==> config.mk <==
export PLATFORM = sky130hd
export DESIGN_NAME = bt_tag_tracker
export DESIGN_NICKNAME = d
export VERILOG_FILES = /design/src/rtl/bt_pkg.sv /design/src/rtl/bt_ctrl.sv /design/src/rtl/bt_dpath.sv /design/src/rtl/bt_tag_tracker.sv
export SDC_FILE = /design/constraint.sdc
export NUM_CORES = 1
export LEC_CHECK = 0
export BUFFER_PORTS_ARGS = -buffer_cell sky130_fd_sc_hd__buf_4
export CAP_MARGIN = 20
export CORE_AREA = 2 2 108 110
export CTS_BUF_LIST = sky130_fd_sc_hd__clkbuf_8
export CTS_CLUSTER_DIAMETER = 30
export DETAILED_ROUTE_END_ITERATION = 10
export DIE_AREA = 0 0 110 112
export PLACE_DENSITY = 0.8
export SETUP_SLACK_MARGIN = 0.2
export SYNTH_ARGS = -nofsm -noshare
export SYNTH_HDL_FRONTEND = slang
export SYNTH_SLANG_ARGS = --single-unit
==> constraint.sdc <==
create_clock -name clk -period 5 [get_ports clk]
set_input_delay 0.25 -clock clk [delete_from_list [all_inputs] [get_ports clk]]
set_output_delay 0.25 -clock clk [all_outputs]
set_load 0.05 [all_outputs]
==> src/rtl/bt_pkg.sv <==
package bt_pkg;
  parameter int TAG_N  = 4;
  parameter int SLOT_N = 8;
  parameter int ADDR_W = 32;
  parameter int RES_N  = 2;

  localparam int TAG_W  = (TAG_N > 1) ? $clog2(TAG_N) : 1;
  localparam int SLOT_W = (SLOT_N > 1) ? $clog2(SLOT_N) : 1;
  localparam int PORT_W = (RES_N > 1) ? $clog2(RES_N) : 1;

  // Strobes from control to datapath, valid within one cycle
  typedef struct packed {
    logic              killValid;   // a mispredict is accepted
    logic [PORT_W-1:0] killPort;    // lane that won
    logic [TAG_N-1:0]  killOwn;     // one-hot tag of the winning branch
    logic [TAG_N-1:0]  killBits;    // that tag plus all younger live tags
    logic [TAG_N-1:0]  clearBits;   // tags resolving correctly
    logic              dispAccept;  // dispatch accepted
    logic              allocValid;  // a tag is handed out
    logic [TAG_N-1:0]  allocBit;    // one-hot of that tag
  } strobe_t;

  function automatic logic [TAG_N-1:0] tagBit(input logic [TAG_W-1:0] idx);
    logic [TAG_N-1:0] v;
    v = '0;
    v[idx] = 1'b1;
    return v;
  endfunction
endpackage

==> src/rtl/bt_ctrl.sv <==
module bt_ctrl
  import bt_pkg::*;
(
  input  logic                         clk,
  input  logic                         rstN,
  input  logic                         dispValid,
  input  logic                         dispIsBranch,
  input  logic [RES_N-1:0]             resValid,
  input  logic [RES_N-1:0]             resMiss,
  input  logic [RES_N-1:0][TAG_W-1:0]  resTag,
  output logic                         dispReady,
  output logic [TAG_W-1:0]             dispTag,
  output logic [TAG_N-1:0]             liveTags,
  output strobe_t                      strobe
);
  logic [TAG_N-1:0] liveQ;
  logic [TAG_N-1:0] olderQ [TAG_N];   // olderQ[i][j]: tag i allocated before tag j
  logic [RES_N-1:0] missVec;
  logic [RES_N-1:0] winVec;
  logic [TAG_W-1:0] killIdx;
  logic [TAG_W-1:0] allocIdx;
  logic             anyFree;

  assign liveTags = liveQ;
  assign missVec  = resValid & resMiss;

  always_comb begin
    strobe  = '0;
    winVec  = '0;
    killIdx = '0;
    // a mispredicting lane wins when every other mispredicting lane is younger
    for (int p = 0; p < RES_N; p++) begin
      winVec[p] = missVec[p];
      for (int q = 0; q < RES_N; q++) begin
        if (q != p && missVec[q] && !olderQ[resTag[p]][resTag[q]]) winVec[p] = 1'b0;
      end
    end
    for (int p = RES_N - 1; p >= 0; p--) begin
      if (winVec[p]) begin
        strobe.killPort = PORT_W'(p);
        killIdx         = resTag[p];
      end
    end
    strobe.killValid = |winVec;
    if (strobe.killValid) begin
      strobe.killOwn  = tagBit(killIdx);
      strobe.killBits = tagBit(killIdx) | (olderQ[killIdx] & liveQ);
    end
    for (int p = 0; p < RES_N; p++) begin
      if (resValid[p] && !resMiss[p]) strobe.clearBits = strobe.clearBits | tagBit(resTag[p]);
    end
    anyFree  = ~&liveQ;
    allocIdx = '0;
    for (int t = TAG_N - 1; t >= 0; t--) begin
      if (!liveQ[t]) allocIdx = TAG_W'(t);
    end
    dispReady         = !dispIsBranch || anyFree;
    dispTag           = allocIdx;
    strobe.dispAccept = dispValid && dispReady;
    strobe.allocValid = strobe.dispAccept && dispIsBranch && !strobe.killValid;
    strobe.allocBit   = strobe.allocValid ? tagBit(allocIdx) : '0;
  end

  always_ff @(posedge clk) begin
    if (!rstN) begin
      liveQ <= '0;
      for (int i = 0; i < TAG_N; i++) olderQ[i] <= '0;
    end else begin
      liveQ <= (liveQ & ~strobe.killBits & ~strobe.clearBits) | strobe.allocBit;
      if (strobe.allocValid) begin
        olderQ[allocIdx] <= '0;
        for (int j = 0; j < TAG_N; j++) begin
          olderQ[j][allocIdx] <= liveQ[j] & ~strobe.clearBits[j];
        end
      end
    end
  end

  AST_STALL_WHEN_FULL: assert property (@(posedge clk) disable iff (!rstN)
    (&liveQ && dispIsBranch) |-> !dispReady);
  AST_ALLOC_GOES_LIVE: assert property (@(posedge clk) disable iff (!rstN)
    strobe.allocValid |=> |(liveQ & $past(strobe.allocBit)));
  AST_KILL_RELEASES: assert property (@(posedge clk) disable iff (!rstN)
    strobe.killValid |=> (liveQ & $past(strobe.killBits)) == '0);
  AST_SINGLE_KILL: assert property (@(posedge clk) disable iff (!rstN)
    $onehot0(strobe.killOwn));
endmodule

==> src/rtl/bt_dpath.sv <==
module bt_dpath
  import bt_pkg::*;
(
  input  logic                          clk,
  input  logic                          rstN,
  input  strobe_t                       strobe,
  input  logic [SLOT_W-1:0]             dispSlot,
  input  logic [TAG_N-1:0]              liveTags,
  input  logic [RES_N-1:0][ADDR_W-1:0]  resTarget,
  output logic                          flushValid,
  output logic [SLOT_N-1:0]             flushMask,
  output logic                          redirValid,
  output logic [ADDR_W-1:0]             redirTarget,
  output logic                          updValid,
  output logic [ADDR_W-1:0]             updTarget
);
  logic [SLOT_N-1:0] flushNext;

  for (genvar s = 0; s < SLOT_N; s++) begin : gSlot
    logic [TAG_N-1:0] maskQ;
    logic             dispHere;
    logic             hit;
    assign dispHere     = strobe.dispAccept && (dispSlot == SLOT_W'(s));
    assign hit          = |(maskQ & strobe.killOwn);
    assign flushNext[s] = strobe.killValid && (hit || dispHere);

    always_ff @(posedge clk) begin
      if (!rstN)         maskQ <= '0;
      else if (dispHere) maskQ <= strobe.killValid ? '0 : (liveTags & ~strobe.clearBits);
      else if (hit)      maskQ <= '0;
      else               maskQ <= maskQ & ~strobe.clearBits;
    end

    AST_FLUSHED_CLEARED: assert property (@(posedge clk) disable iff (!rstN)
      flushMask[s] |-> maskQ == '0);
  end

  always_ff @(posedge clk) begin
    if (!rstN) begin
      flushValid  <= 1'b0;
      flushMask   <= '0;
      redirValid  <= 1'b0;
      updValid    <= 1'b0;
      redirTarget <= '0;
      updTarget   <= '0;
    end else begin
      flushValid <= strobe.killValid;
      flushMask  <= flushNext;
      redirValid <= strobe.killValid;
      updValid   <= strobe.killValid;
      if (strobe.killValid) begin
        redirTarget <= resTarget[strobe.killPort];
        updTarget   <= resTarget[strobe.killPort];
      end
    end
  end

  AST_QUIET_NO_FLUSH: assert property (@(posedge clk) disable iff (!rstN)
    !flushValid |-> flushMask == '0);
  AST_REDIRECT_PAIRED: assert property (@(posedge clk) disable iff (!rstN)
    flushValid |-> (redirValid && updValid && redirTarget == updTarget));
endmodule

==> src/rtl/bt_tag_tracker.sv <==
module bt_tag_tracker
  import bt_pkg::*;
(
  input  logic                          clk,
  input  logic                          rstN,
  input  logic                          dispValid,
  input  logic                          dispIsBranch,
  input  logic [SLOT_W-1:0]             dispSlot,
  output logic                          dispReady,
  output logic [TAG_W-1:0]              dispTag,
  input  logic [RES_N-1:0]              resValid,
  input  logic [RES_N-1:0]              resMiss,
  input  logic [RES_N-1:0][TAG_W-1:0]   resTag,
  input  logic [RES_N-1:0][ADDR_W-1:0]  resTarget,
  output logic                          flushValid,
  output logic [SLOT_N-1:0]             flushMask,
  output logic                          redirValid,
  output logic [ADDR_W-1:0]             redirTarget,
  output logic                          updValid,
  output logic [ADDR_W-1:0]             updTarget
);
  strobe_t          strobe;
  logic [TAG_N-1:0] liveTags;

  bt_ctrl uCtrl (
    .clk(clk), .rstN(rstN), .dispValid(dispValid), .dispIsBranch(dispIsBranch),
    .resValid(resValid), .resMiss(resMiss), .resTag(resTag),
    .dispReady(dispReady), .dispTag(dispTag), .liveTags(liveTags), .strobe(strobe)
  );

  bt_dpath uDpath (
    .clk(clk), .rstN(rstN), .strobe(strobe), .dispSlot(dispSlot), .liveTags(liveTags),
    .resTarget(resTarget), .flushValid(flushValid), .flushMask(flushMask),
    .redirValid(redirValid), .redirTarget(redirTarget),
    .updValid(updValid), .updTarget(updTarget)
  );
endmodule

### Word-level counts from Yosys, hierarchy flattened

Memory sizes are Yosys's and may differ from the RTL's.
Index checks and enable logic that the tools add are counted.
Widths: inputs -> output; s select.

| operators by class | value |
|---|---|
| order comparisons | 9 |
| equal/unequal tests | 11 |
| mux-type cells | 66 |
| bitwise logic cells | 98 |
| reduce and logical (&&, ||, !) cells | 54 |

Operators by type and width:

| cell | count |
|---|---|
| $mux 4 | 21 |
| $and 4x4->4 | 20 |
| $mux 32 | 2 |
| $and 1x1->1 | 36 |
| $reduce_or 4->1 | 8 |
| $mux 1 | 30 |
| $logic_and 1x1->1 | 27 |
| $not 1->1 | 20 |
| $or 1x1->1 | 16 |
| $eq 3x3->1 const B | 4 |
| $lt 2x3->1 const B | 4 |
| $mux 2 | 6 |
| $or 4x4->4 | 3 |
| $logic_or 1x1->1 | 9 |
| $demux 1 s2 | 4 |
| $eq 2x2->1 const B | 4 |
| $ge 2x1->1 const B | 4 |
| $mux 8 | 1 |
| $not 4->4 | 2 |
| $logic_not 1->1 | 7 |
| $eq 3x2->1 const B | 2 |
| $bmux 1 s2 | 2 |
| $reduce_and 4->1 | 1 |
| $eq 3x1->1 const B | 1 |
| other kinds (4) | 4 |

| storage, ports and cells | value |
|---|---|
| bits in registers | 77 |
| bits in writable memories | 16 |
| logic and storage cells | 251 |
| memories | 1 |

Memory list:

| memory | words | width | read ports | clocked after memory_dff | wr ports | line | text |
|---|---|---|---|---|---|---|---|
| uCtrl.olderQ | 4 | 4 | 3 | 0 | 5 | bt_ctrl.sv:17 | `logic [TAG_N-1:0] olderQ [TAG_N];` |

### Logic depth before layout (Yosys ltp)

Gate-level depths: netlist (run 1).
An unclocked memory read counts as a cell.

| depth | value |
|---|---|
| word-level depth | 18 |
| depth in mapped cells | 9 |
| depth with buffers taken out | 7 |

### Hierarchy

A second synthesis (run 1) with hierarchy kept.

| second synthesis, totals | value |
|---|---|
| cells, all modules | 522 |
| area, all modules | 4850.9 um2 |

By module, submodules not included:

| module | times used | cells an instance | area an instance (um2) |
|---|---|---|---|
| bt_dpath | 1 | 350 | 3333.2 |
| bt_ctrl | 1 | 172 | 1517.7 |

### Worst setup path before layout (run 1)

OpenSTA, ideal clock, no wires.

| path | value |
|---|---|
| path kind | input to register |
| start | in resTag[1] (netlist name) |
| end | reg uDpath.gSlot[1].maskQ[0] |
| data arrival time | 2385 ps |
| required time | 4883 ps |
| path slack | 2498 ps |
| stages | 9 |
| buffers on the path | 2 |
| path through | buf_2 -> mux4_2 -> a22o_1 -> o31ai_4 -> o211ai_4 -> buf_2 -> o22ai_1 -> a211oi_1 -> a32o_1 |

| on the way | value |
|---|---|
| cells in the longest elaborated chain, start to end | 16 |
| elaborated cells on any way between the ends | 36 |
| those cells by class | order compare: 4; mux: 18; bitwise: 5; reduce/logical: 8; memory: 1 |

RTL lines:

| what | line | text |
|---|---|---|
| start: declaration | bt_tag_tracker.sv:13 | `input logic [RES_N-1:0][TAG_W-1:0] resTag,` |
| $mem_v2 4x4 or $bmux 1 s2 (tied branches) | -- |  |
| $bmux 1 s2 or $mux 1 (tied branches) | bt_ctrl.sv:35 | `if (q != p && missVec[q] && !olderQ[resTag[p]][resTag[q]]) winVec[p] = 1'b0;` |
| $mux 1 (implied by the code) or $logic_not 1->1 (tied branches) | bt_ctrl.sv:35 |  |
| $logic_not 1->1 or $logic_and 1x1->1 (tied branches) | bt_ctrl.sv:35 |  |
| $logic_and 1x1->1 or $mux 1 (tied branches) | bt_ctrl.sv:35 |  |
| $mux 1 or $mux 2 (tied branches) | bt_ctrl.sv:35, bt_ctrl.sv:39 |  |
| $mux 2 | bt_ctrl.sv:39 | `if (winVec[p]) begin` |
| $lt 2x3->1 (implied by the code) or $ge 2x1->1 (tied branches) | bt_pkg.sv:26 | `v[idx] = 1'b1;` |
| $logic_and 1x1->1 (implied by the code) | bt_pkg.sv:26 |  |
| $mux 1 (implied by the code) | bt_pkg.sv:26 |  |
| $demux 1 s2 | -- |  |
| $mux 8 | bt_ctrl.sv:45 | `if (strobe.killValid) begin` |
| $and 4x4->4 | bt_dpath.sv:24 | `assign hit = \|(maskQ & strobe.killOwn);` |
| $reduce_or 4->1 | bt_dpath.sv:24 |  |
| $mux 4 | bt_dpath.sv:30 | `else if (hit) maskQ <= '0;` |
| $mux 4 (*) | bt_dpath.sv:29 | `else if (dispHere) maskQ <= strobe.killValid ? '0 : (liveTags & ~strobe.clearBits);` |
| end signal: assignment | bt_dpath.sv:29 |  |
| end signal: assignment | bt_dpath.sv:31 | `else maskQ <= maskQ & ~strobe.clearBits;` |
| end: declaration | bt_dpath.sv:20 | `logic [TAG_N-1:0] maskQ;` |

Mark *: on every way between the ends. The rest lies on a longest branch, timed or not. The select of a mux whose other input is x is not followed.
A chain may end at the register's enable or synchronous reset.

==> results of run 1 <==
## flip-flops by register name, indices dropped and copies added (netlist names)
register and flops:
uDpath.redirTarget 32, uDpath.gSlot.maskQ 32, uDpath.flushMask 8, uCtrl.olderQ 16, uCtrl.liveTags 4, uDpath.flushValid 1
## cell families after synthesis
logic type             share of synthesized area
AO/OA/AOI/OAI                              0.240
buffers and inverters                     0.0844
flip-flops                                 0.376
multiplexers                               0.139
AND/OR/NAND/NOR                            0.160
## synth_stat cells (7+ instances only)
library cell / n / share of area
sky130_fd_sc_hd__nor3_1: 8 / 0.0081
sky130_fd_sc_hd__buf_2: 13 / 0.013
sky130_fd_sc_hd__dfxtp_1: 93 / 0.38
sky130_fd_sc_hd__o22ai_1: 8 / 0.010
sky130_fd_sc_hd__clkbuf_1: 11 / 0.0083
sky130_fd_sc_hd__nand3_1: 11 / 0.011
sky130_fd_sc_hd__a32o_1: 32 / 0.065
sky130_fd_sc_hd__nor2_1: 84 / 0.064
sky130_fd_sc_hd__a21oi_1: 25 / 0.025
sky130_fd_sc_hd__mux2i_1: 53 / 0.11
sky130_fd_sc_hd__buf_4: 35 / 0.053
sky130_fd_sc_hd__nor2b_1: 8 / 0.010
sky130_fd_sc_hd__nand2b_1: 7 / 0.0088
sky130_fd_sc_hd__nand2_1: 25 / 0.019
sky130_fd_sc_hd__a211oi_1: 38 / 0.058
sky130_fd_sc_hd__and2_1: 9 / 0.011
## worst paths after layout
kind	startpoint	endpoint	slack, ps	depth (start not counted)
worst max-delay path	uCtrl.olderQ[0][1]	uCtrl.olderQ[0][2]	1650	7
worst min-delay path	resTarget[7]	uDpath.redirTarget[7]	180	3
worst max register to register	uCtrl.olderQ[0][1]	uCtrl.olderQ[0][2]	1650	7
worst min register to register	uCtrl.olderQ[0][0]	uCtrl.olderQ[0][0]	450	2
## worst register-to-register path, cell delays in order, from the launching register on
cell                        delay [ps]
sky130_fd_sc_hd__dfxtp_1           380
sky130_fd_sc_hd__mux4_2            470
sky130_fd_sc_hd__a22o_1            260
sky130_fd_sc_hd__o31ai_4           780
sky130_fd_sc_hd__buf_4             680
sky130_fd_sc_hd__a31oi_1           320
sky130_fd_sc_hd__o2bb2ai_1         200
sky130_fd_sc_hd__and2_1            160
## layer usage
layer	share of wire	vias to the layer above	track usage	wire length [um]
li1	-	2234	-	-
met1	0.39	2261	0.303	5980
met2	0.46	273	0.377	7120
met3	0.11	37	0.0568	1690
met4	0.038	0	0.129	580
met5	0	-	0	0
## through the flow
step                setup slack (ps)  hold slack, ps  area (um^2)  utilization
finish                          1650             176         6140        0.549
CTS                             1710             161         6140        0.549
global placement                1540             441         5930        0.531
detailed placement              1480             439         5930        0.531
floorplan                       2500             420         4950            -
global route                    1460             169         6140        0.549
## where the power goes
part / switching [W] / internal (W)
Clock: 0.000268 / 0.000260
Sequential: 0.0000214 / 0.000764
Combinational: 0.000294 / 0.000145
## final cells by class
type,count,area [um^2],area share
clock inverters,5,57.6,0.00938
inverters,7,26.3,0.00428
clock buffers,11,151,0.0247
repair buffers,158,1190,0.193
flip-flops and latches,93,1860,0.303
multi-input cells,381,2680,0.436
well taps,143,179,0.0291
==> metrics.log, run 1 <==
INFO  metric status = complete, no violations
INFO  metric clk_path_buf_depth = 2
INFO  metric place.port_buffers = 156
INFO  metric ys_seq_area_frac = 0.376
INFO  metric leakagePower = 2.65 nW
INFO  metric timing.critical_path.buf_inv = 1
INFO  metric drive_above_1_share = 0.298
INFO  metric finalNonFillerCells = approximately 800
INFO  metric numClockSinks = 93
INFO  metric htree_num_levels = 3
INFO  metric post-route-min-period = 3350 ps
INFO  metric grt_start_max_net_pins = 72
INFO  metric postSynth.asyncResetShare = 0
INFO  metric via_count = 4,805
INFO  metric slowest_delay = between 700 and 800 ps
INFO  metric grt_pass1_wl = 23,100 um
INFO  metric number_of_distinct_library_cells_after_synthesis = 54
INFO  metric place.detailed.hpwl = 11,200 um
INFO  metric netlist_instances = 546
INFO  metric cp.arrival = 3610 ps
INFO  metric dieHeight = 112 um
INFO  metric min_path_type = input pin to register
INFO  metric totalNegativeSetupSlack = 0 ps
INFO  metric cp_slowest_cell = sky130_fd_sc_hd__o31ai_4
INFO  metric grt_overflow_total = 0
INFO  metric clk_transition_reported_paths = around 90 ps
INFO  metric insertedDiodeCount = 0
INFO  metric postSynthAreaPerCell = 9.06 um^2
INFO  metric cp-start-kind = register
INFO  metric drtIter0Drc = between 600 and 700
INFO  metric fp.dieArea = about 12,000 um^2
INFO  metric critPathCaptureType = register
INFO  metric cts_tree = done
INFO  metric cts.repair_timing.setup_buffer_count = 0
INFO  metric place_inst = ~800
INFO  metric layout.cells.most_common_list = sky130_fd_sc_hd__buf_4, sky130_fd_sc_hd__dfxtp_1, sky130_fd_sc_hd__nor2_1
INFO  metric max_cap_violations = 0
INFO  metric final_setup_skew = 9.44 ps
INFO  metric max_slew.worst_pin.slew = 1030 ps
INFO  metric drcViolationCount = 0
INFO  metric worst_path_cell_chain = mux4_2 -> a22o_1 -> o31ai_4 -> buf_4 -> a31oi_1 -> o2bb2ai_1 -> and2_1
INFO  metric fin_crit_sh = 0.671
INFO  metric final_count_of_negative_setup_slack_endpoints = 0
INFO  metric power.ir.vdd_worst = 161 uV
INFO  metric synthFlopType = sky130_fd_sc_hd__dfxtp_1
INFO  metric io_pins = about 160
INFO  metric grt_usage = 0.241
INFO  metric grt_setup_unrepaired = no
INFO  metric finalNetCount = about 730
INFO  metric wl_per_cell = approximately 19 um
INFO  metric ys.warnings.count = 0
INFO  metric chipWidth = 110 um
INFO  metric drtAntennaViolNets = 0
INFO  metric layout-area-overhead-vs-synth = 24.0%
INFO  metric clock_tree.root_cell = sky130_fd_sc_hd__clkbuf_8
INFO  metric route.detailed.vias_per_inst = 6.02
INFO  metric hold_viol = 0
INFO  metric post_cts_resized = 0
INFO  metric cts.hold.buffers_added = 0
INFO  metric via_count_of_the_first_global_routing_pass = 4,508
INFO  metric timing.critical_path.required = 5260 ps
INFO  metric insertion_delay = 360 ps
INFO  metric synth.ff_latch_count = 93
INFO  metric netlist_area = 4950 um^2
INFO  metric critical_path.max_fanout = roughly 70
INFO  metric totalWireLength = ~15,000 um
INFO  metric layout_commonest_cell = sky130_fd_sc_hd__buf_4
INFO  metric critical_path_class = register to register
INFO  metric postSynthNetCount = 625
INFO  metric synth_enable_flop_cells = 0
INFO  metric relSlewSlack = 0.314
INFO  metric maxClockFrequency = 0.298 GHz
INFO  metric p_total = 0.00175 W
INFO  metric number_of_clock_buffers_inserted_by_tritoncts = 9
INFO  metric globalplace.congestion = 0.933
INFO  metric number_of_core_rows = 39
INFO  metric coreArea = 11,200 um^2
INFO  metric final-max-slew-violation-count = 0
INFO  metric cellPowerDensity = 285 nW/um^2
INFO  metric initial_utilization = 0.443
INFO  metric grt_antenna_before_repair = 0
INFO  metric drt_pre_antenna_iters = 6
INFO  metric nFillCells = 982
INFO  metric crit_path_leading_delay_family = compound AO/OA/AOI/OAI gates
(Power assumes the default switching activity.)
==> inputs of run 2 (changes only) <==
--- a/config.mk
+++ b/config.mk
@@ -5,14 +5,15 @@
 export SDC_FILE = /design/constraint.sdc
 export NUM_CORES = 1
 export LEC_CHECK = 0
+export ABC_AREA = 1
 export BUFFER_PORTS_ARGS = -buffer_cell sky130_fd_sc_hd__buf_4
 export CAP_MARGIN = 20
-export CORE_AREA = 2 2 108 110
+export CORE_AREA = 2 2 110 112
 export CTS_BUF_LIST = sky130_fd_sc_hd__clkbuf_8
 export CTS_CLUSTER_DIAMETER = 30
 export DETAILED_ROUTE_END_ITERATION = 10
-export DIE_AREA = 0 0 110 112
-export PLACE_DENSITY = 0.8
+export DIE_AREA = 0 0 112 114
+export PLACE_DENSITY = 0.82
 export SETUP_SLACK_MARGIN = 0.2
 export SYNTH_ARGS = -nofsm -noshare
 export SYNTH_HDL_FRONTEND = slang
==> constraint.sdc (replaced) <==
create_clock -name clk -period 2.9 [get_ports clk]
set_input_delay 0.145 -clock clk [delete_from_list [all_inputs] [get_ports clk]]
set_output_delay 0.145 -clock clk [all_outputs]
set_load 0.05 [all_outputs]
==> metrics.log, run 2 <==
INFO  metric timing.critical_path.required = 3140 ps (-2120 ps)
INFO  metric drcViolationCount = 0 (unchanged)
INFO  metric final-max-slew-violation-count = 0 (unchanged)
INFO  metric synth.ff_latch_count = 93 (unchanged)
INFO  metric power.ir.vdd_worst = 306 uV (+90%)
INFO  metric insertedDiodeCount = 0 (unchanged)
INFO  metric synthFlopType = sky130_fd_sc_hd__dfxtp_1
INFO  metric synth_enable_flop_cells = 0 (unchanged)
INFO  metric postSynthNetCount = 837 (+34%)
INFO  metric clock_tree.root_cell = sky130_fd_sc_hd__clkbuf_8
INFO  metric via_count_of_the_first_global_routing_pass = 4,950 (+9.8%)
INFO  metric synth.top_cell.area_share = 0.368 (-0.00864)
INFO  metric yosysTopAreaCell = sky130_fd_sc_hd__dfxtp_1
INFO  metric place.detailed.hpwl = 10,900 um (-2.4%)
INFO  metric insertion_delay = 370 ps (about the same)
INFO  metric synth_top_cells_by_area = sky130_fd_sc_hd__dfxtp_1, sky130_fd_sc_hd__nand2_1, sky130_fd_sc_hd__nand3_1
INFO  metric min_path_type = input pin to register
INFO  metric drtIter0Drc = 497 (-23%)
INFO  metric fp.dieArea = 12,800 um^2 (+3.6%)
INFO  metric cp-start-kind = register
INFO  metric grt_pass1_wl = 24,100 um (+4.3%)
INFO  metric place_inst = 1,006 (+29%)
INFO  metric cts.hold.buffers_added = 0 (unchanged)
INFO  metric layout-area-overhead-vs-synth = 24.2%
INFO  metric relSlewSlack = 0.527 (+0.213)
INFO  metric leakagePower = 2.67 nW (+1.1%)
INFO  metric p_total = 0.00310 W (+77%)
INFO  metric netlist_area = 5060 um^2 (+2.4%)
INFO  metric cp_slowest_cell = sky130_fd_sc_hd__dfxtp_1
INFO  metric grt_antenna_before_repair = 0 (unchanged)
INFO  metric max_cap_violations = 0 (unchanged)
INFO  metric cts_tree = done
INFO  metric ys.warnings.count = 0 (unchanged)
INFO  metric synthMostInstantiatedCell = sky130_fd_sc_hd__nand2_1
INFO  metric fraction_of_the_mapped_netlist_area_in_simple_logic_gates = 0.356 (+0.196)
INFO  metric totalWireLength = 15,200 um (-1.0%)
INFO  metric final_count_of_negative_setup_slack_endpoints = 0 (unchanged)
INFO  metric coreArea = 11,700 um^2 (+4.8%)
INFO  metric critical_path_class = register to register
INFO  metric wl_per_cell = 14.9 um (-23%)
INFO  metric ys_seq_area_frac = 0.368 (-0.00864)
INFO  metric nFillCells = 1,138 (+16%)
INFO  metric synth_mux_area_frac = 0 (-0.139)
INFO  metric timing.critical_path.buf_inv = 1 (unchanged)
INFO  metric post_synthesis_share_of_cell_area_spent_on_xor_and_xnor_gates = 0 (unchanged)
INFO  metric cellPowerDensity = 493 nW/um^2 (+73%)
INFO  metric status = complete, no violations
INFO  metric io_pins = 157 (unchanged)
INFO  metric max_slew.worst_pin.slew = 705 ps (-321 ps)
INFO  metric fin_crit_sh = 0.820 (+0.149)
INFO  metric numClockSinks = 93 (unchanged)
INFO  metric synth-adder-area-share = 0 (unchanged)
INFO  metric clk_transition_reported_paths = 90 ps (about the same)
INFO  metric final_setup_skew = 13.0 ps (+3.60 ps)
INFO  metric drt_pre_antenna_iters = 5 (-1)
INFO  metric biggestRegsByFlops = uDpath.gSlot.maskQ: 32 flops, uDpath.redirTarget: 32 flops, uCtrl.olderQ: 16 flops
INFO  metric number_of_clock_buffers_inserted_by_tritoncts = 9 (unchanged)
INFO  metric cp.arrival = 2620 ps (-990 ps)
INFO  metric post_cts_resized = 0 (unchanged)
INFO  metric chipWidth = 112 um (+1.8%)
INFO  metric maxClockFrequency = 0.421 GHz (+41%)
INFO  metric ys_top_cells_by_count = sky130_fd_sc_hd__nand2_1, sky130_fd_sc_hd__dfxtp_1, sky130_fd_sc_hd__nand3_1
INFO  metric critPathCaptureType = register
INFO  metric postSynthAreaPerCell = 6.68 um^2 (-26%)
INFO  metric globalplace.congestion = 0.962 (+3.1%)
INFO  metric drive_above_1_share = 0.246 (-0.0517)
INFO  metric via_count = 5,389 (+12%)
INFO  metric critical_path.max_fanout = 21 (-70%)
INFO  metric cpMostUsedCell = sky130_fd_sc_hd__nand2_1
INFO  metric postSynth.asyncResetShare = 0 (unchanged)
INFO  metric utilization = 0.537 (-0.0121)
INFO  metric clk_path_buf_depth = 2 (unchanged)
INFO  metric grt_setup_unrepaired = no
INFO  metric initial_utilization = 0.432 (-0.0104)
INFO  metric synth_top_family_by_area = simple AND/OR/NAND/NOR gates
INFO  metric crit_path_leading_delay_family = simple AND/OR/NAND/NOR gates
INFO  metric worst_path_cell_chain = nand2_1 -> nand2_1 -> nand2_1 -> nand2_1 -> nand2_1 -> nand2_1 -> nor2_1 -> nand2_1 -> nand3_1 -> nand2_2 -> nand2_2 -> inv_2 -> nand2_1 -> nor2_1 -> nor2_4 -> nand3b_1 -> a21oi_1
INFO  metric totalNegativeSetupSlack = 0 ps (unchanged)
INFO  metric post-route-min-period = 2380 ps (-976 ps)
INFO  metric route.detailed.vias_per_inst = 5.28 (-12%)
INFO  metric slowest_delay = 450 ps (-330 ps)
INFO  metric dieHeight = 114 um (+1.8%)
INFO  metric grt_usage = 0.232 (-0.00922)
INFO  metric layout_commonest_cell = sky130_fd_sc_hd__buf_4
INFO  metric hold_viol = 0 (unchanged)
INFO  metric layout.cells.most_common_list = sky130_fd_sc_hd__buf_4, sky130_fd_sc_hd__nand2_1, sky130_fd_sc_hd__dfxtp_1
INFO  metric finalNonFillerCells = 1,021 (+28%)
INFO  metric number_of_distinct_library_cells_after_synthesis = 33 (-39%)
INFO  metric synth_compound_area_frac = 0.146 (-0.0942)
INFO  metric netlist_instances = 758 (+39%)
INFO  metric cts.repair_timing.setup_buffer_count = 0 (unchanged)
INFO  metric htree_num_levels = 3 (unchanged)
INFO  metric drtAntennaViolNets = 0 (unchanged)
INFO  metric place.port_buffers = 156 (unchanged)
INFO  metric number_of_core_rows = 40 (+2.6%)
INFO  metric grt_overflow_total = 0 (unchanged)
INFO  metric finalNetCount = 949 (+30%)
INFO  metric grt_start_max_net_pins = 44 (-39%)
[run 2: cell types whose count changed after synthesis, moves of 13 or more]
cell	change
sky130_fd_sc_hd__a32o_1	-32
sky130_fd_sc_hd__a211oi_1	-38
sky130_fd_sc_hd__nand2_1	+134
sky130_fd_sc_hd__o21ai_0	+53
sky130_fd_sc_hd__nand3_1	+74
sky130_fd_sc_hd__o21ai_1	+13
sky130_fd_sc_hd__a21oi_1	+26
sky130_fd_sc_hd__inv_1	+53
sky130_fd_sc_hd__nor3_1	+25
sky130_fd_sc_hd__nor2_1	-13
sky130_fd_sc_hd__mux2i_1	-53
[run 2: routing by layer]
layer	part of all wire	wire, um	track usage
met1	0.41	6230	0.296
met4	0.016	248	0.0756
met2	0.49	7380	0.396
met3	0.089	1350	0.0462
met5	0	0	0
[run 2: cell families (layout without fill, tap and decap cells)]
group | count (synthesis) | after routing
AO/OA/AOI/OAI | 139 | 139
buffers and inverters | 133 | 249
flip-flops | 93 | 93
AND/OR/NAND/NOR | 393 | 393
[run 2: worst paths after layout]
kind | from | to | slack, ps | depth (start not counted)
worst max-delay path | uCtrl.olderQ[3][1] | uDpath.gSlot[0].maskQ[1] | 520 | 17
worst min-delay path | resTarget[52] | uDpath.redirTarget[20] | 30 | 3
worst max register to register | uCtrl.olderQ[3][1] | uDpath.gSlot[0].maskQ[1] | 520 | 17
worst min register to register | uCtrl.olderQ[0][0] | uCtrl.olderQ[0][0] | 480 | 2
[run 2: area by class of cell]
| class | instances | area [um^2] | share of cell area |
|---|---|---|---|
| clock buffer | 11 | 151 | 0.0241 |
| clock inverter | 4 | 47.5 | 0.00756 |
| inverter | 68 | 258 | 0.0410 |
| multi-input combinational | 532 | 2540 | 0.404 |
| sequential | 93 | 1860 | 0.296 |
| tap | 147 | 184 | 0.0292 |
| timing repair buffer | 166 | 1250 | 0.198 |
[run 2: worst min-delay path, stage by stage]
cell and delay [ps]:
sky130_fd_sc_hd__buf_4 80, sky130_fd_sc_hd__nor3_1 40, sky130_fd_sc_hd__o21ai_1 110
[run 2: metrics by stage]
stage | hold WS, ps | instance area, um^2 | worst slack, ps
after global placement | 401 | 6090 | 506
after CTS | 12.9 | 6290 | 583
final | 27.6 | 6290 | 522
after global routing | 32.2 | 6290 | 251
after floorplan | 314 | 5060 | 806
after detailed placement | 405 | 6090 | 474
[run 2: power by group]
part	leakage (nW)	switching [W]	internal [W]
clock	0.101	0.000453	0.000438
sequential	0.757	0.0000440	0.00133
combinational	1.82	0.000590	0.000249
total	2.67	0.00109	0.00201
==> inputs of run 3 (changes only) <==
==> constraint.sdc (replaced) <==
create_clock -name clk -period 1.9 [get_ports clk]
set_input_delay 0.095 -clock clk [delete_from_list [all_inputs] [get_ports clk]]
set_output_delay 0.095 -clock clk [all_outputs]
set_load 0.05 [all_outputs]
==> metrics.log, run 3 (same netlist as run 2, synthesis figures left out) <==
INFO  metric status = finished with violations
INFO  metric violations = hold timing, setup timing
INFO  metric max_slew.worst_pin.slew = 420 ps (-285 ps)
INFO  metric dr.max_layer_used = met4
INFO  metric finalNonFillerCells = 1,148 (+12%)
INFO  metric critPathCaptureType = register
INFO  metric layout-area-overhead-vs-synth = 61.8%
INFO  metric insertion_delay = 380 ps (about the same)
INFO  metric globalplace.congestion = 0.936 (-2.7%)
INFO  metric totalWireLength = 20,600 um (+36%)
INFO  metric nFillCells = 868 (-24%)
INFO  metric power.ir.vdd_worst = 490 uV (+60%)
INFO  metric final.setup.worst_slack = -245 ps (-767 ps)
INFO  metric leakagePower = 3.50 nW (+31%)
INFO  metric layout_commonest_cell = sky130_fd_sc_hd__buf_4
INFO  metric clk_transition_reported_paths = 100 ps (about the same)
INFO  metric wl_per_cell = 18.0 um (+21%)
INFO  metric p_total = 0.00526 W (+70%)
INFO  metric insertedDiodeCount = 0 (unchanged)
INFO  metric timing.critical_path.required = 2220 ps (-920 ps)
INFO  metric number_of_core_rows = 40 (unchanged)
INFO  metric grt_start_max_net_pins = 34 (-23%)
INFO  metric final_count_of_negative_setup_slack_endpoints = 91 (+91)
INFO  metric htree_num_levels = 3 (unchanged)
INFO  metric chipWidth = 112 um (unchanged)
INFO  metric drtAntennaViolNets = 0 (unchanged)
INFO  metric drcViolationCount = 0 (unchanged)
INFO  metric worst_r2r_startpoint = uCtrl.olderQ[1][2]
INFO  metric met2_wire_len = 10,200 um (+38%)
INFO  metric setup.reg_to_reg.worst_slack = -250 ps (-770 ps)
INFO  metric met1Wirelength = 7600 um (+22%)
INFO  metric relSlewSlack = 0.719 (+0.192)
INFO  metric multi_input_area = 3140 um^2 (+23%)
INFO  metric cp.arrival = 2460 ps (-160 ps)
INFO  metric post-route-min-period = 2150 ps (-233 ps)
INFO  metric drtIter0Drc = 593 (+19%)
INFO  metric biggestRegsByFlops = uDpath.gSlot.maskQ: 32 flops, uDpath.redirTarget: 32 flops, uCtrl.olderQ: 16 flops
INFO  metric io_pins = 157 (unchanged)
INFO  metric sequential_area = 1880 um^2 (+0.81%)
INFO  metric coreArea = 11,700 um^2 (unchanged)
INFO  metric place_inst = 1,068 (+6.2%)
INFO  metric grt_pass1_wl = 29,400 um (+22%)
INFO  metric initial_utilization = 0.432 (unchanged)
INFO  metric via_count_of_the_first_global_routing_pass = 5,967 (+21%)
INFO  metric hold-path-endpoint = uDpath.redirTarget[3]
INFO  metric final_setup_skew = 13.9 ps (+0.897 ps)
INFO  metric rr_worst_depth = 15 (-2)
INFO  metric dieHeight = 114 um (unchanged)
INFO  metric place.detailed.hpwl = 12,400 um (+13%)
INFO  metric holdCritStartpoint = resTarget[3]
INFO  metric cellPowerDensity = 642 nW/um^2 (+30%)
INFO  metric via_count = 6,432 (+19%)
INFO  metric fin_crit_sh = 1.13 (+0.309)
INFO  metric min_path_type = input pin to register
INFO  metric r2r-end = uDpath.gSlot[3].maskQ[2]
INFO  metric drive_above_1_share = 0.424 (+0.178)
INFO  metric layout.cells.most_common_list = sky130_fd_sc_hd__buf_4, sky130_fd_sc_hd__nand2_1, sky130_fd_sc_hd__dfxtp_1
INFO  metric grt_setup_unrepaired = yes
INFO  metric final-max-slew-violation-count = 0 (unchanged)
INFO  metric route.detailed.vias_per_inst = 5.60 (+6.2%)
INFO  metric cts_tree = done
INFO  metric hold_viol = 1 (+1)
INFO  metric worstHoldPathCells = 3 (unchanged)
INFO  metric fp.dieArea = 12,800 um^2 (unchanged)
INFO  metric grt_overflow_total = 0 (unchanged)
INFO  metric finalNetCount = 1,075 (+13%)
INFO  metric number_of_clock_buffers_inserted_by_tritoncts = 9 (unchanged)
INFO  metric utilization = 0.700 (+0.162)
INFO  metric grt_usage = 0.286 (+0.0545)
INFO  metric numClockSinks = 93 (unchanged)
INFO  metric clock_tree.root_cell = sky130_fd_sc_hd__clkbuf_8
INFO  metric pre_cts_slack = -203 ps (-677 ps)
INFO  metric clk_path_buf_depth = 2 (unchanged)
INFO  metric place.port_buffers = 156 (unchanged)
INFO  metric maxClockFrequency = 0.466 GHz (+11%)
INFO  metric max_cap_violations = 0 (unchanged)
INFO  metric drt_pre_antenna_iters = 5 (unchanged)
INFO  metric cp-start-kind = register
INFO  metric critical_path.max_fanout = 7 (-67%)
INFO  metric grt_antenna_before_repair = 0 (unchanged)
INFO  metric detailroute.wirelength.met3 = 1870 um (+38%)
INFO  metric critical_path_class = register to register
INFO  metric hold_ws = -11.4 ps (-39.0 ps)
run 3: worst max-delay path by stage:
stage | from | to | cells past startpoint
finish | uCtrl.olderQ[1][2] | uDpath.gSlot[3].maskQ[2] | 15
global route | uCtrl.olderQ[0][1] | uCtrl.olderQ[0][1] | 15
CTS | uCtrl.olderQ[2][3] | uDpath.gSlot[2].maskQ[0] | 16
detailed placement | resTag[1] | uDpath.gSlot[7].maskQ[3] | 15
global placement | resTag[1] | uCtrl.liveTags[3] | 17
floorplan | uCtrl.olderQ[2][3] | uCtrl.olderQ[1][3] | 14
run 3: area by class of cell:
type                       instances  share of cell area
timing repair buffer             291               0.305
timing repair inverter             1            0.000764
clock buffer                      12              0.0202
tap                              147              0.0224
multi-input combinational        532               0.383
sequential                        93               0.229
inverter                          68              0.0333
clock inverter                     4             0.00672
run 3: where the power goes:
part	total, W	switching, W	internal [W]
combinational	0.00170	0.00109	0.000608
clock	0.00146	0.000739	0.000721
sequential	0.00210	0.0000762	0.00203
total	0.00526	0.00190	0.00336
run 3: critical path, stage by stage, from the launching register on:
cell and delay [ps]:
sky130_fd_sc_hd__dfxtp_1 350, sky130_fd_sc_hd__nand2_1 90, sky130_fd_sc_hd__nand2_1 60, sky130_fd_sc_hd__nand2_1 90
sky130_fd_sc_hd__nand3_2 90, sky130_fd_sc_hd__nand2_2 90, sky130_fd_sc_hd__nand3_2 90, sky130_fd_sc_hd__o21ai_4 220
sky130_fd_sc_hd__nand2_2 130, sky130_fd_sc_hd__nand2_8 150, sky130_fd_sc_hd__inv_4 70, sky130_fd_sc_hd__nand3_1 140
sky130_fd_sc_hd__nand2_4 90, sky130_fd_sc_hd__nor2_4 170, sky130_fd_sc_hd__nand3_1 130, sky130_fd_sc_hd__a21oi_2 130
run 3: layer usage:
layer / vias to the layer above / GRT usage
met5: - / 0
met2: 423 / 0.495
li1: 2930 / -
met3: 86 / 0.0579
met4: 0 / 0.147
met1: 2993 / 0.338
run 3: stage by stage:
step,TNS (ps),hold slack (ps),cell area (um^2)
after floorplan,0,264,5180
after global placement,-8090,352,6710
after detailed placement,-8950,358,6710
after CTS,-4540,1.41,7490
after global routing,-23610,-5.96,8190
final,-13810,-11.4,8190
run 3: repair_timing:
action / in CTS / in global routing
gates resized for setup: 52 / 159
setup buffers: 6 / 12
hold buffers: 33 / 8
hold endpoints to repair: 27 / 8
endpoints found under the setup margin: 92 / 93
gates cloned: 1 / 4
pin swaps: 23 / 61
